$ cat config.mk
export PLATFORM = sky130hd
export DESIGN_NAME = tmr_bank_top
export DESIGN_NICKNAME = d
export VERILOG_FILES = /design/src/rtl/tmr_bank_pkg.sv /design/src/rtl/tmr_reload_chan.sv /design/src/rtl/tmr_free_ctr.sv /design/src/rtl/tmr_bank_top.sv
export SDC_FILE = /design/constraint.sdc
export NUM_CORES = 1
export LEC_CHECK = 0
export BUFFER_PORTS_ARGS = -buffer_cell sky130_fd_sc_hd__buf_2
export CAP_MARGIN = 20
export CELL_PAD_IN_SITES_DETAIL_PLACEMENT = 0
export CELL_PAD_IN_SITES_GLOBAL_PLACEMENT = 1
export CORE_ASPECT_RATIO = 1.4
export CORE_MARGIN = 2
export CORE_UTILIZATION = 42
export DETAILED_ROUTE_END_ITERATION = 6
export HOLD_SLACK_MARGIN = 0.08
export PLACE_DENSITY = 0.75
export SYNTH_ARGS = -nofsm -noshare
export SYNTH_HDL_FRONTEND = slang
export SYNTH_SLANG_ARGS = --single-unit
$ cat constraint.sdc
create_clock -name clk -period 2.6 [get_ports clk]
set_clock_uncertainty 0.1 [all_clocks]
set_input_delay 0.39 -clock clk [delete_from_list [all_inputs] [get_ports clk]]
set_output_delay 0.39 -clock clk [all_outputs]
set_load 0.01 [all_outputs]
$ cat src/rtl/tmr_bank_pkg.sv
package tmr_bank_pkg;
  localparam int ADDR_W       = 8;
  localparam int NUM_CHAN     = 3;
  localparam int CTL_EN_BIT   = 7;
  localparam int CTL_PER_BIT  = 6;
  localparam int CTL_FAST_BIT = 3;
  localparam int FREE_EN_BIT  = 8;

  localparam logic [ADDR_W-1:0] OFS_RELOAD = 8'h00;
  localparam logic [ADDR_W-1:0] OFS_COUNT  = 8'h04;
  localparam logic [ADDR_W-1:0] OFS_CTL    = 8'h08;
  localparam logic [ADDR_W-1:0] OFS_CLR    = 8'h0C;
  localparam logic [ADDR_W-1:0] FREE_LO_ADDR = 8'h60;
  localparam logic [ADDR_W-1:0] FREE_HI_ADDR = 8'h64;

  typedef struct packed {
    logic run;
    logic periodic;
    logic fast;
  } chan_ctl_t;

  function automatic logic [ADDR_W-1:0] chan_base(input int idx);
    case (idx)
      0:       chan_base = 8'h00;
      1:       chan_base = 8'h20;
      default: chan_base = 8'h80;
    endcase
  endfunction

  function automatic logic [31:0] ctl_word(input chan_ctl_t c);
    logic [31:0] w;
    w = '0;
    w[CTL_EN_BIT]   = c.run;
    w[CTL_PER_BIT]  = c.periodic;
    w[CTL_FAST_BIT] = c.fast;
    ctl_word = w;
  endfunction
endpackage

$ cat src/rtl/tmr_reload_chan.sv
module tmr_reload_chan
  import tmr_bank_pkg::*;
#(
  parameter int CW = 16
) (
  input  logic          clk,
  input  logic          rst_n,
  input  logic          slow_tick,
  input  logic          fast_tick,
  input  logic          wr_reload,
  input  logic          wr_ctl,
  input  logic          wr_clr,
  input  logic [CW-1:0] reload_data,
  input  chan_ctl_t     ctl_data,
  output logic [CW-1:0] reload_q,
  output logic [CW-1:0] count_q,
  output chan_ctl_t     ctl_q,
  output logic          irq_q
);
  localparam logic [CW-1:0] ALL_ONES = '1;

  logic          tick;
  logic          at_zero;
  logic          underflow;
  logic          count_en;
  logic [CW-1:0] count_d;
  logic          irq_d;

  always_comb begin
    tick      = ctl_q.run & (ctl_q.fast ? fast_tick : slow_tick);
    at_zero   = (count_q == '0);
    underflow = tick & at_zero & ~wr_reload;
    count_en  = wr_reload | tick;
    if (wr_reload)     count_d = reload_data;
    else if (!at_zero) count_d = count_q - 1'b1;
    else if (ctl_q.periodic) count_d = reload_q;
    else               count_d = ALL_ONES;
    if (underflow)     irq_d = 1'b1;
    else if (wr_clr)   irq_d = 1'b0;
    else               irq_d = irq_q;
  end

  always_ff @(posedge clk or negedge rst_n) begin
    if (!rst_n) begin
      reload_q <= '0;
      count_q  <= '0;
      ctl_q    <= '0;
      irq_q    <= 1'b0;
    end else begin
      if (wr_reload) reload_q <= reload_data;
      if (count_en)  count_q  <= count_d;
      if (wr_ctl)    ctl_q    <= ctl_data;
      irq_q <= irq_d;
    end
  end

  assert_irq_on_underflow_R7: assert property (@(posedge clk) disable iff (!rst_n)
    (tick && at_zero && !wr_reload) |=> irq_q);
  assert_clear_drops_irq_R7: assert property (@(posedge clk) disable iff (!rst_n)
    (wr_clr && !(tick && at_zero && !wr_reload)) |=> !irq_q);
  assert_periodic_reload_R5: assert property (@(posedge clk) disable iff (!rst_n)
    (tick && at_zero && !wr_reload && ctl_q.periodic) |=> (count_q == $past(reload_q)));
  assert_freerun_wrap_R6: assert property (@(posedge clk) disable iff (!rst_n)
    (tick && at_zero && !wr_reload && !ctl_q.periodic) |=> (count_q == ALL_ONES));
  assert_hold_when_stopped_R3: assert property (@(posedge clk) disable iff (!rst_n)
    (!ctl_q.run && !wr_reload) |=> $stable(count_q));
  assert_reload_copies_R4: assert property (@(posedge clk) disable iff (!rst_n)
    wr_reload |=> (count_q == reload_q));
endmodule

$ cat src/rtl/tmr_free_ctr.sv
module tmr_free_ctr #(
  parameter int FW = 40
) (
  input  logic          clk,
  input  logic          rst_n,
  input  logic          fast_tick,
  input  logic          wr_hi,
  input  logic          run_data,
  output logic [FW-1:0] count_q,
  output logic          run_q
);
  logic          step;
  logic [FW-1:0] count_d;

  always_comb begin
    step    = run_q & fast_tick;
    count_d = count_q + 1'b1;
  end

  always_ff @(posedge clk or negedge rst_n) begin
    if (!rst_n) begin
      count_q <= '0;
      run_q   <= 1'b0;
    end else begin
      if (step)  count_q <= count_d;
      if (wr_hi) run_q   <= run_data;
    end
  end

  assert_free_increments_R10: assert property (@(posedge clk) disable iff (!rst_n)
    (run_q && fast_tick) |=> (count_q == $past(count_q) + 1'b1));
  assert_free_holds_R10: assert property (@(posedge clk) disable iff (!rst_n)
    !(run_q && fast_tick) |=> $stable(count_q));
endmodule

$ cat src/rtl/tmr_bank_top.sv
module tmr_bank_top
  import tmr_bank_pkg::*;
#(
  parameter int T12_W  = 16,
  parameter int T3_W   = 32,
  parameter int FREE_W = 40
) (
  input  logic                clk,
  input  logic                rst_n,
  input  logic                slow_tick,
  input  logic                fast_tick,
  input  logic [ADDR_W-1:0]   bus_addr,
  input  logic                bus_we,
  input  logic [31:0]         bus_wdata,
  output logic [31:0]         bus_rdata,
  output logic [NUM_CHAN-1:0] irq
);
  localparam int HI_W = FREE_W - 32;

  logic [31:0] reload32 [NUM_CHAN];
  logic [31:0] count32  [NUM_CHAN];
  chan_ctl_t   ctl_v    [NUM_CHAN];
  chan_ctl_t   ctl_wr;
  logic [FREE_W-1:0] free_cnt;
  logic              free_run;
  logic [31:0]       free_hi_word;

  always_comb begin
    ctl_wr.run      = bus_wdata[CTL_EN_BIT];
    ctl_wr.periodic = bus_wdata[CTL_PER_BIT];
    ctl_wr.fast     = bus_wdata[CTL_FAST_BIT];
  end

  for (genvar i = 0; i < NUM_CHAN; i++) begin : g_chan
    localparam int CW = (i == NUM_CHAN - 1) ? T3_W : T12_W;
    localparam logic [ADDR_W-1:0] BASE = chan_base(i);
    logic [CW-1:0] reload_q;
    logic [CW-1:0] count_q;
    logic          wr_reload;
    logic          wr_ctl;
    logic          wr_clr;

    always_comb begin
      wr_reload = bus_we && (bus_addr == BASE + OFS_RELOAD);
      wr_ctl    = bus_we && (bus_addr == BASE + OFS_CTL);
      wr_clr    = bus_we && (bus_addr == BASE + OFS_CLR);
    end

    tmr_reload_chan #(.CW(CW)) u_chan (
      .clk         (clk),
      .rst_n       (rst_n),
      .slow_tick   (slow_tick),
      .fast_tick   (fast_tick),
      .wr_reload   (wr_reload),
      .wr_ctl      (wr_ctl),
      .wr_clr      (wr_clr),
      .reload_data (bus_wdata[CW-1:0]),
      .ctl_data    (ctl_wr),
      .reload_q    (reload_q),
      .count_q     (count_q),
      .ctl_q       (ctl_v[i]),
      .irq_q       (irq[i])
    );

    assign reload32[i] = 32'(reload_q);
    assign count32[i]  = 32'(count_q);
  end

  tmr_free_ctr #(.FW(FREE_W)) u_free (
    .clk       (clk),
    .rst_n     (rst_n),
    .fast_tick (fast_tick),
    .wr_hi     (bus_we && (bus_addr == FREE_HI_ADDR)),
    .run_data  (bus_wdata[FREE_EN_BIT]),
    .count_q   (free_cnt),
    .run_q     (free_run)
  );

  always_comb begin
    free_hi_word = '0;
    free_hi_word[HI_W-1:0]   = free_cnt[FREE_W-1:32];
    free_hi_word[FREE_EN_BIT] = free_run;
  end

  always_comb begin
    bus_rdata = '0;
    for (int i = 0; i < NUM_CHAN; i++) begin
      if (bus_addr == chan_base(i) + OFS_RELOAD) bus_rdata = reload32[i];
      if (bus_addr == chan_base(i) + OFS_COUNT)  bus_rdata = count32[i];
      if (bus_addr == chan_base(i) + OFS_CTL)    bus_rdata = ctl_word(ctl_v[i]);
    end
    if (bus_addr == FREE_LO_ADDR) bus_rdata = free_cnt[31:0];
    if (bus_addr == FREE_HI_ADDR) bus_rdata = free_hi_word;
  end

  assert_reset_quiet_R1: assert property (@(posedge clk) disable iff (!rst_n)
    $rose(rst_n) |-> (irq == '0));
  assert_hi_run_write_R11: assert property (@(posedge clk) disable iff (!rst_n)
    (bus_we && bus_addr == FREE_HI_ADDR) |=> (free_run == $past(bus_wdata[FREE_EN_BIT])));
endmodule

# Yosys cells after proc, flatten, opt, wreduce, memory -nomap -nowiden
# Index checks and enable logic that the tools add are counted.
dict set report totals {
  latchBits 0
  ram_bits 0
  memories 0
  romBits 0
  reg_bits 181
  input_bits 45
}
dict set report op_classes {
  n_addsub 4
  eq_ne 13
  div_mod_pow 0
  shifts 0
  n_mul 0
  bitwise 16
  magnitude_cmp 0
  n_reduce_logical 17
  mux 29
}
# op count
set ops {}
lappend ops {{$mux 32} 8}
lappend ops {{$mux 16} 12}
lappend ops {{$add 40x1->40 const B} 1}
lappend ops {{$eq 8x6->1 const B} 4}
lappend ops {{$eq 8x8->1 const B} 4}
lappend ops {{$logic_not 16->1} 2}
lappend ops {{$logic_not 32->1} 1}
lappend ops {{$sub 16x1->16 const B} 2}
lappend ops {{$sub 32x1->32 const B} 1}
lappend ops {{$eq 8x4->1 const B} 2}
lappend ops {{$eq 8x7->1 const B} 2}
lappend ops {{$and 1x1->1} 10}
lappend ops {{$logic_and 1x1->1} 10}
lappend ops {{$mux 1} 9}
lappend ops {{$eq 8x3->1 const B} 1}
lappend ops {{$logic_not 8->1} 1}
lappend ops {{$reduce_bool 2->1} 3}
lappend ops {{$not 1->1} 3}
lappend ops {{$or 1x1->1} 3}

# Logic depth before layout (Yosys ltp)
# Gate-level depths: netlist of run 1.
dict set report depth {
  ltp_word 12
  mapped_depth 9
  mapped_depth_nobuf 7
}

# By module
# From an unflattened synthesis of run 1, not the netlist that was laid out.
dict set report hier_totals {
  cells_unflattened 1308
  area_unflattened_um2 12026.5
}
# mod n_inst cells_per_inst area_each_um2
set modules_own_cells {}
lappend modules_own_cells {{tmr_reload_chan (g_chan[0].u_chan ...)} 2 195 2001.9}
lappend modules_own_cells {{tmr_reload_chan (g_chan[2].u_chan)} 1 408 3983.8}
lappend modules_own_cells {tmr_bank_top 1 337 2070.7}
lappend modules_own_cells {tmr_free_ctr 1 173 1968.1}

# Worst setup path before layout of run 1
# OpenSTA, ideal clock, no wires.
dict set report synth_path {
  path_kind {input to output}
  from {in bus_addr[2]}
  to {out bus_rdata[1]}
  required_ps 2110
  n_path_buf 3
  t_arrival_ps 2117
  cell_stages 6
  slack_ps -7
  cell_sequence {clkbuf_1 -> clkbuf_1 -> clkbuf_1 -> mux2_2 -> a222oi_1 -> o21ai_0}
}
dict set report synth_between {
  elab_chain_len 12
}
# element line
set synth_rtl {}
lappend synth_rtl {{from (decl)} tmr_bank_top.sv:12} ;# input logic [ADDR_W-1:0] bus_addr,
lappend synth_rtl {{$logic_not 8->1} tmr_bank_top.sv:88} ;# if (bus_addr == chan_base(i) + OFS_RELOAD) bus_rdata = reload32[i];
lappend synth_rtl {{$mux 16} tmr_bank_top.sv:88}
lappend synth_rtl {{$mux 16} tmr_bank_top.sv:89} ;# if (bus_addr == chan_base(i) + OFS_COUNT) bus_rdata = count32[i];
lappend synth_rtl {{$mux 16} tmr_bank_top.sv:90} ;# if (bus_addr == chan_base(i) + OFS_CTL) bus_rdata = ctl_word(ctl_v[i]);
lappend synth_rtl {{$mux 16} tmr_bank_top.sv:88}
lappend synth_rtl {{$mux 16} tmr_bank_top.sv:89}
lappend synth_rtl {{$mux 16} tmr_bank_top.sv:90}
lappend synth_rtl {{$mux 32} tmr_bank_top.sv:88}
lappend synth_rtl {{$mux 32} tmr_bank_top.sv:89}
lappend synth_rtl {{$mux 32} tmr_bank_top.sv:90}
lappend synth_rtl {{$mux 32} tmr_bank_top.sv:92} ;# if (bus_addr == FREE_LO_ADDR) bus_rdata = free_cnt[31:0];
lappend synth_rtl {{$mux 32 *} tmr_bank_top.sv:93} ;# if (bus_addr == FREE_HI_ADDR) bus_rdata = free_hi_word;
lappend synth_rtl {{to (decl)} tmr_bank_top.sv:15} ;# output logic [31:0] bus_rdata,
# Every way passes the cells marked *; elsewhere a longest branch is shown, timed or not.

# Worst setup path in the final report of run 1
dict set report layout_path {
  from {reg g_chan[0].u_chan.count_q[7]}
  to {out bus_rdata[7]}
}
dict set report layout_between {
  elab_chain_len 10
}
# element line
set layout_rtl {}
lappend layout_rtl {{from (decl)} tmr_reload_chan.sv:16} ;# output logic [CW-1:0] count_q,
lappend layout_rtl {{from (signal assigned)} tmr_reload_chan.sv:51} ;# if (count_en) count_q <= count_d;
lappend layout_rtl {{$mux 16} tmr_bank_top.sv:89}
lappend layout_rtl {{$mux 16} tmr_bank_top.sv:90}
lappend layout_rtl {{$mux 16} tmr_bank_top.sv:88}
lappend layout_rtl {{$mux 16} tmr_bank_top.sv:89}
lappend layout_rtl {{$mux 16} tmr_bank_top.sv:90}
lappend layout_rtl {{$mux 32} tmr_bank_top.sv:88}
lappend layout_rtl {{$mux 32} tmr_bank_top.sv:89}
lappend layout_rtl {{$mux 32} tmr_bank_top.sv:90}
lappend layout_rtl {{$mux 32} tmr_bank_top.sv:92}
lappend layout_rtl {{$mux 32} tmr_bank_top.sv:93}
# Every way passes these cells.

==> impl_metrics.env, run 1 <==
export IMPL_status="complete, but fails checks"
export IMPL_failed_checks="design-rule violations"
export IMPL_ant_nets=0
export IMPL_fp_coreArea_mm2=0.02592
export IMPL_drc=33
export IMPL_rrSetupSlack_ns=0.16
export IMPL_syn_avg_cell_area_um2=8.615
export IMPL_insertion_delay_ns=0.46
export IMPL_slowest_stage="dfrtp_1"
export IMPL_drt_wirelength_per_cell_um=23.21
export IMPL_synth_flop_cell="dfrtp_1"
export IMPL_slew_viol_final=0
export IMPL_drt_iter0_drc=1079
export IMPL_ys_seq_area_frac=0.4111
export IMPL_critPathMaxStageDelay_ns=0.37
export IMPL_hold_viol=0
export IMPL_worstPathRequired_ns=2.11
export IMPL_maxCapViolations=0
export IMPL_finalWorstPathRequiredPeriod_ns=2.591
export IMPL_min_path_cells=3
export IMPL_tns_ns=0
export IMPL_syn_to_final_growth_pct=26.18
export IMPL_htree_num_levels=4
export IMPL_synth_edf_count=0
export IMPL_cts_buffer_depth=2
export IMPL_endpoint_kind="output pin"
export IMPL_dp_cells=1779
export IMPL_dp_hpwl_um=32370
export IMPL_hold_path_class="in -> reg"
export IMPL_critPathKind="reg -> out"
export IMPL_grt_pass1_vias=11080
export IMPL_synth_seq_cells=181
export IMPL_reg2reg_to="g_chan[0].u_chan.count_q[5]$_DFFE_PN0P_"
export IMPL_stdcell_area_mm2=0.01390
export IMPL_power_density_mw_per_mm2=784.4
export IMPL_min_from="bus_wdata[19]"
export IMPL_antenna_diode_count=0
export IMPL_ir_drop_mv=0.4612
export IMPL_io_pins=80
export IMPL_fp_dieW_um=140.9
export IMPL_yosys_cell_types_count=82
export IMPL_final_nets=1549
export IMPL_hold_end="g_chan[2].u_chan.reload_q[19]$_DFFE_PN0P_"
export IMPL_finalCritPeriodShare=0.9966
export IMPL_crit_family="compound AO/OA/AOI/OAI gates"
export IMPL_fp_dieH_um=195.6
export IMPL_antenna_found_initial=0
export IMPL_cp_start_kind="flip-flop"
export IMPL_cp_max_fo=4
export IMPL_fillers=2485
export IMPL_first_pass_iters=7
export IMPL_grt_util_met1=0.3720
export IMPL_dpl_cell_area_mm2=0.01294
export IMPL_cts_made_buffers=17
export IMPL_synthCells=1279
export IMPL_cp_depth=7
export IMPL_r2r_cells=5
export IMPL_final_cells=1834
export IMPL_p_leak_nw=6.538
export IMPL_crit_path_frequent_cell="a22oi_1"
export IMPL_use_met3=0.04046
export IMPL_port_buffers=79
export IMPL_syn_num_nets=1331
export IMPL_wirelength_um=42560
export IMPL_synth_async_reset_ratio=1.000
export IMPL_cts_tree="yes"
export IMPL_clock_sinks=181
export IMPL_path_clk_slew_ns=0.07
export IMPL_max_freq_mhz=385.9
export IMPL_routabilityCongestion=0.9466
export IMPL_critPathBufInv=2
export IMPL_syn_area_mm2=0.01102
export IMPL_met2_usage=0.5496
export IMPL_tightest_slew_ns=0.6006
export IMPL_cp_arrival_ns=2.10
export IMPL_yosysWarnings=0
export IMPL_initial_utilization=0.4250
export IMPL_slew_headroom=0.5959
export IMPL_cts_root_buf="clkbuf_16"
export IMPL_busiest_layer="met2"
export IMPL_grt_pass1_wl_um=65580
export IMPL_grt_max_degree=59
export IMPL_reg2reg_from="g_chan[0].u_chan.count_q[10]$_DFFE_PN0P_"
export IMPL_die_area_mm2=0.02756
export IMPL_grt_total_usage=0.3114
export IMPL_viasPerCell=6.118
export IMPL_vias=11220
export IMPL_p_total_w=0.01090
export IMPL_rows=70
export IMPL_post_route_util=0.5362
export IMPL_crit_path_cell_trace="buf_4, mux2i_1, o2bb2ai_1, a22oi_1, a22oi_1, o22a_1, buf_2"
export IMPL_grt_overflow_total=0
export IMPL_setup_viol=0
export IMPL_drive_gt1_frac=0.2517
[cell families (layout without fill, tap and decap cells)]
| kind of cell | count (synthesis) | count (layout) | share of synthesized area |
|---|---|---|---|
| AND/OR/NAND/NOR | 571 | 571 | 0.2490 |
| AO/OA/AOI/OAI | 306 | 306 | 0.2008 |
| flip-flops | 181 | 181 | 0.4111 |
| buffers and inverters | 119 | 350 | 0.04917 |
| XOR/XNOR | 62 | 62 | 0.04928 |
| multiplexers | 33 | 33 | 0.03271 |
| adder cells (fa/ha/maj) | 7 | 7 | 0.007949 |
[synth_stat cells (6+ instances only)]
| cell type | instances | area, um^2 |
|---|---|---|
| nand2_1 | 261 | 979.7 |
| dfrtp_1 | 181 | 4529 |
| nor2_1 | 85 | 319.1 |
| o21ai_0 | 65 | 325.3 |
| clkbuf_1 | 64 | 240.2 |
| nor3_1 | 51 | 255.2 |
| nand3_1 | 45 | 225.2 |
| a222oi_1 | 41 | 410.4 |
| a21oi_1 | 36 | 180.2 |
| inv_1 | 35 | 131.4 |
| xnor2_1 | 35 | 306.5 |
| o31ai_1 | 30 | 225.2 |
| xor2_1 | 27 | 236.5 |
| mux2_2 | 24 | 270.3 |
| a21boi_0 | 22 | 165.2 |
| nor4_1 | 22 | 137.6 |
| o211ai_1 | 20 | 150.1 |
| nand4_1 | 18 | 112.6 |
| or4_1 | 12 | 90.09 |
| a22oi_1 | 10 | 75.07 |
| mux2i_1 | 9 | 90.09 |
| or3_1 | 9 | 56.30 |
| and4_1 | 8 | 70.07 |
| a211oi_1 | 7 | 52.55 |
| a31oi_1 | 7 | 43.79 |
| ha_1 | 7 | 87.58 |
| buf_2 | 6 | 30.03 |
| clkbuf_8 | 6 | 82.58 |
| nand3b_1 | 6 | 45.04 |
| nor4b_1 | 6 | 52.55 |
[power breakdown]
part / switching, W / internal (W) / leakage [nW]
clock: 0.00124 / 0.00133 / 0.268
sequential: 0.000519 / 0.00322 / 2.44
combinational: 0.00262 / 0.00196 / 3.83
total: 0.00439 / 0.00652 / 6.54
[registers in the layout, indices dropped and copies added (netlist names)]
signal / flops
g_chan.u_chan.count_q: 64
g_chan.u_chan.ctl_q: 9
g_chan.u_chan.irq_q: 3
g_chan.u_chan.reload_q: 64
u_free.count_q: 40
u_free.run_q: 1
[per-stage QoR]
step                hold WS, ns  worst slack [ns]
detailed placement       0.3283           -0.1055
CTS                     0.08164          0.002867
global placement         0.3196          -0.09395
finish                  0.09475          0.008794
global route             0.1106         -0.005110
floorplan             -0.005591          0.003938
[per-layer routing]
metal	up-vias	wire length [um]
met5	-	0
met4	0	2277
met3	101	2397
met2	457	21560
met1	5512	16320
li1	5150	-
[worst max path at each step]
stage	startpoint	end	slack, ns
floorplan	bus_addr[2]	bus_rdata[12]	0.004
global placement	bus_addr[2]	bus_rdata[3]	-0.09
detailed placement	bus_addr[4]	bus_rdata[3]	-0.11
CTS	g_chan[0].u_chan.count_q[0]$_DFFE_PN0P_	g_chan[0].u_chan.count_q[14]$_DFFE_PN0P_	0.003
global route	bus_addr[4]	bus_rdata[16]	-0.005
finish	g_chan[0].u_chan.count_q[7]$_DFFE_PN0P_	bus_rdata[7]	0.009
[placed cells by master (no fill, tap or decap), types with 41 or more instances in the layout]
master    Yosys  final
nand2_1     261    260
dfrtp_1     181    179
buf_4         4    174
nor2_1       85     78
buf_2         6     76
o21ai_0      65     60
nor3_1       51     50
nand3_1      45     45
a222oi_1     41     41
[layout make-up]
class	instances	area, um^2	share of cell area
inverters	35	131.4	0.009450
multi-input cells	979	6125	0.4406
clock inverters	13	125.1	0.009000
repair buffers	283	2151	0.1547
clock buffers	19	432.9	0.03114
flip-flops and latches	181	4532	0.3260
well taps	324	405.4	0.02916
[tightest hold or removal path, stage by stage]
cell and delay, ns:
buf_2 0.12, nand2_1 0.05, nand2_1 0.05
[what timing repair did]
| item | in CTS | in global routing |
|---|---|---|
| gates resized for setup | 21 | 29 |
| buffers inserted | 1 | 6 |
| setup endpoints to repair | 32 | 43 |
| cloned | 0 | 1 |
| pin swaps | 5 | 11 |
| endpoints found under the hold margin | 69 | 0 |
| hold buffers | 15 | 0 |
Power figures use the tool's default switching activity.
==> run 2, diff against run 1 <==
--- a/config.mk
+++ b/config.mk
@@ -10,11 +10,12 @@
 export CELL_PAD_IN_SITES_DETAIL_PLACEMENT = 0
 export CELL_PAD_IN_SITES_GLOBAL_PLACEMENT = 1
 export CORE_ASPECT_RATIO = 1.4
-export CORE_MARGIN = 2
+export CORE_MARGIN = 4
 export CORE_UTILIZATION = 42
 export DETAILED_ROUTE_END_ITERATION = 6
 export HOLD_SLACK_MARGIN = 0.08
 export PLACE_DENSITY = 0.75
+export SETUP_SLACK_MARGIN = 0.4
 export SYNTH_ARGS = -nofsm -noshare
 export SYNTH_HDL_FRONTEND = slang
 export SYNTH_SLANG_ARGS = --single-unit
==> run 2 against run 1 <==
Against the previous run: the run now ends clean; wire length up 0.80%; via count rose by 0.91%; clock power is 4% higher; cell area up 8.0%; non-clock buffer count up 11; flip-flop and latch count stayed put; largest cell class unchanged; largest power group unchanged.
==> impl_metrics.env, run 2 (synthesis results as in run 1) <==
export IMPL_cp_start_kind="input port"
export IMPL_final_common_cell="nand2_1"
export IMPL_viasPerCell=6.153
export IMPL_cts_tree="yes"
export IMPL_finalWorstPathRequiredPeriod_ns=2.532
export IMPL_drt_iter0_drc=1022
export IMPL_wirelength_um=42900
export IMPL_fillers=2260
export IMPL_final_nets=1561
export IMPL_grt_max_degree=71
export IMPL_worstPathRequired_ns=2.11
export IMPL_path_clk_slew_ns=0.07
export IMPL_whs_ns=0.1141
export IMPL_grt_pass1_vias=11180
export IMPL_routabilityCongestion=0.9786
export IMPL_vias=11320
export IMPL_finalCritPeriodShare=0.9740
export IMPL_p_int_w=0.007498
export IMPL_dp_hpwl_um=31290
export IMPL_port_buffers=79
export IMPL_tightest_slew_ns=0.8036
export IMPL_first_pass_iters=6
export IMPL_rsz0062_at_grt="yes"
export IMPL_ant_nets=0
export IMPL_hold_path_class="in -> reg"
export IMPL_p_leak_nw=6.814
export IMPL_slew_viol_final=0
export IMPL_endpoint_kind="output pin"
export IMPL_antenna_found_initial=0
export IMPL_cp_arrival_ns=2.04
export IMPL_syn_to_final_growth_pct=36.32
export IMPL_rows=69
export IMPL_power_density_mw_per_mm2=830.2
export IMPL_drc=0
export IMPL_hold_viol=0
export IMPL_clock_sinks=181
export IMPL_reg_top3="g_chan.u_chan.count_q: 64 flops, g_chan.u_chan.reload_q: 64 flops, u_free.count_q: 40 flops"
export IMPL_grt_overflow_total=0
export IMPL_antenna_diode_count=0
export IMPL_most_common_layout_cells="nand2_1 (257), dfrtp_1 (172), buf_4 (156)"
export IMPL_initial_utilization=0.4297
export IMPL_drt_wirelength_per_cell_um=23.32
export IMPL_setup_viol=0
export IMPL_ir_drop_mv=0.4580
export IMPL_die_area_mm2=0.02892
export IMPL_cts_made_buffers=17
export IMPL_fp_dieH_um=199.6
export IMPL_status="finished clean"
export IMPL_fp_coreArea_mm2=0.02564
export IMPL_seq_power_share=0.311
export IMPL_cts_buffer_depth=2
export IMPL_htree_num_levels=4
export IMPL_swShare=0.3987
export IMPL_p_total_w=0.01247
export IMPL_critPathKind="in -> out"
export IMPL_insertion_delay_ns=0.45
export IMPL_grt_total_usage=0.2972
export IMPL_io_pins=80
export IMPL_p_switching_w=0.004971
export IMPL_fp_dieW_um=144.9
export IMPL_slew_headroom=0.4623
export IMPL_power_frac_comb=0.474
export IMPL_max_freq_mhz=394.9
export IMPL_drive_gt1_frac=0.3327
export IMPL_cts_root_buf="clkbuf_16"
export IMPL_maxCapViolations=0
export IMPL_setup_slack_ns=0.06752
export IMPL_place_ws_ns=-0.08049
export IMPL_cp_max_fo=8
export IMPL_grt_pass1_wl_um=65250
export IMPL_clkPwrFrac=0.215
run 2: routing by layer:
metal  wire length [um]  global-route usage  up-vias
met5                  0                   0        -
met1              16800              0.3670     5611
met3               2122             0.03854      111
met4               2961              0.1777        0
li1                   -                   -     5173
met2              21020              0.4916      427
run 2: stage by stage:
step           TNS [ns]    util  cells  cell area (um^2)
2_1_floorplan         0       -   1279             11280
3_3_place_gp    -0.5896  0.4987   1735             12790
3_5_place_dp    -0.4586  0.4987   1735             12790
4_1_cts               0  0.5521   1810             14160
5_1_grt               0  0.5858   1840             15020
6_report              0  0.5858   1840             15020
run 2: power by group through the flow:
stage	sequential [W]	combinational [W]	clock (W)
floorplan	0.00366	0.00283	0
detailed placement	0.00390	0.00428	0
global route	0.00393	0.00634	0.00284
CTS	0.00385	0.00487	0.00273
global placement	0.00388	0.00425	0
finish	0.00387	0.00591	0.00268
run 2: path summary, 6_finish.rpt:
path                                                     startpoint                                   endpoint  slack [ns]  depth (start not counted)
setup / recovery                                        bus_addr[6]                               bus_rdata[8]        0.07                          9
hold / removal                                        bus_wdata[18]  g_chan[2].u_chan.reload_q[18]$_DFFE_PN0P_        0.11                          3
setup reg to reg           g_chan[0].u_chan.count_q[11]$_DFFE_PN0P_    g_chan[0].u_chan.count_q[0]$_DFFE_PN0P_        0.13                          6
hold reg to reg            g_chan[2].u_chan.reload_q[1]$_DFFE_PN0P_   g_chan[2].u_chan.reload_q[1]$_DFFE_PN0P_        0.41                          2
max in group asynchronous                                     rst_n   g_chan[2].u_chan.count_q[20]$_DFFE_PN0P_        1.22                          3
min in group asynchronous                                     rst_n             u_free.count_q[27]$_DFFE_PN0P_        0.42                          2
run 2: area by class of cell:
cell class,count,area [um^2],share of cell area
clock buffers,21,480.5,0.03199
well taps,319,399.1,0.02657
clock inverters,10,118.9,0.007914
inverters,35,131.4,0.008747
multi-input cells,980,6889,0.4587
flip-flops and latches,181,4541,0.3023
repair buffers,294,2460,0.1638
run 2: critical path, stage by stage:
cell and delay, ns:
buf_4 0.15, or4b_4 0.50, buf_6 0.15, buf_4 0.13, o21a_1 0.22, o21ai_2 0.09, o211ai_1 0.11, buf_4 0.16
buf_2 0.13
run 2: timing repair:
item                                   4_1_cts  5_1_grt
endpoints found under the hold margin       82        0
setup buffers                               26       28
gates resized for setup                     87      147
hold buffers                                15        0
setup endpoints to repair                   90       99
pin swaps                                   33       70
cloned                                       3        2
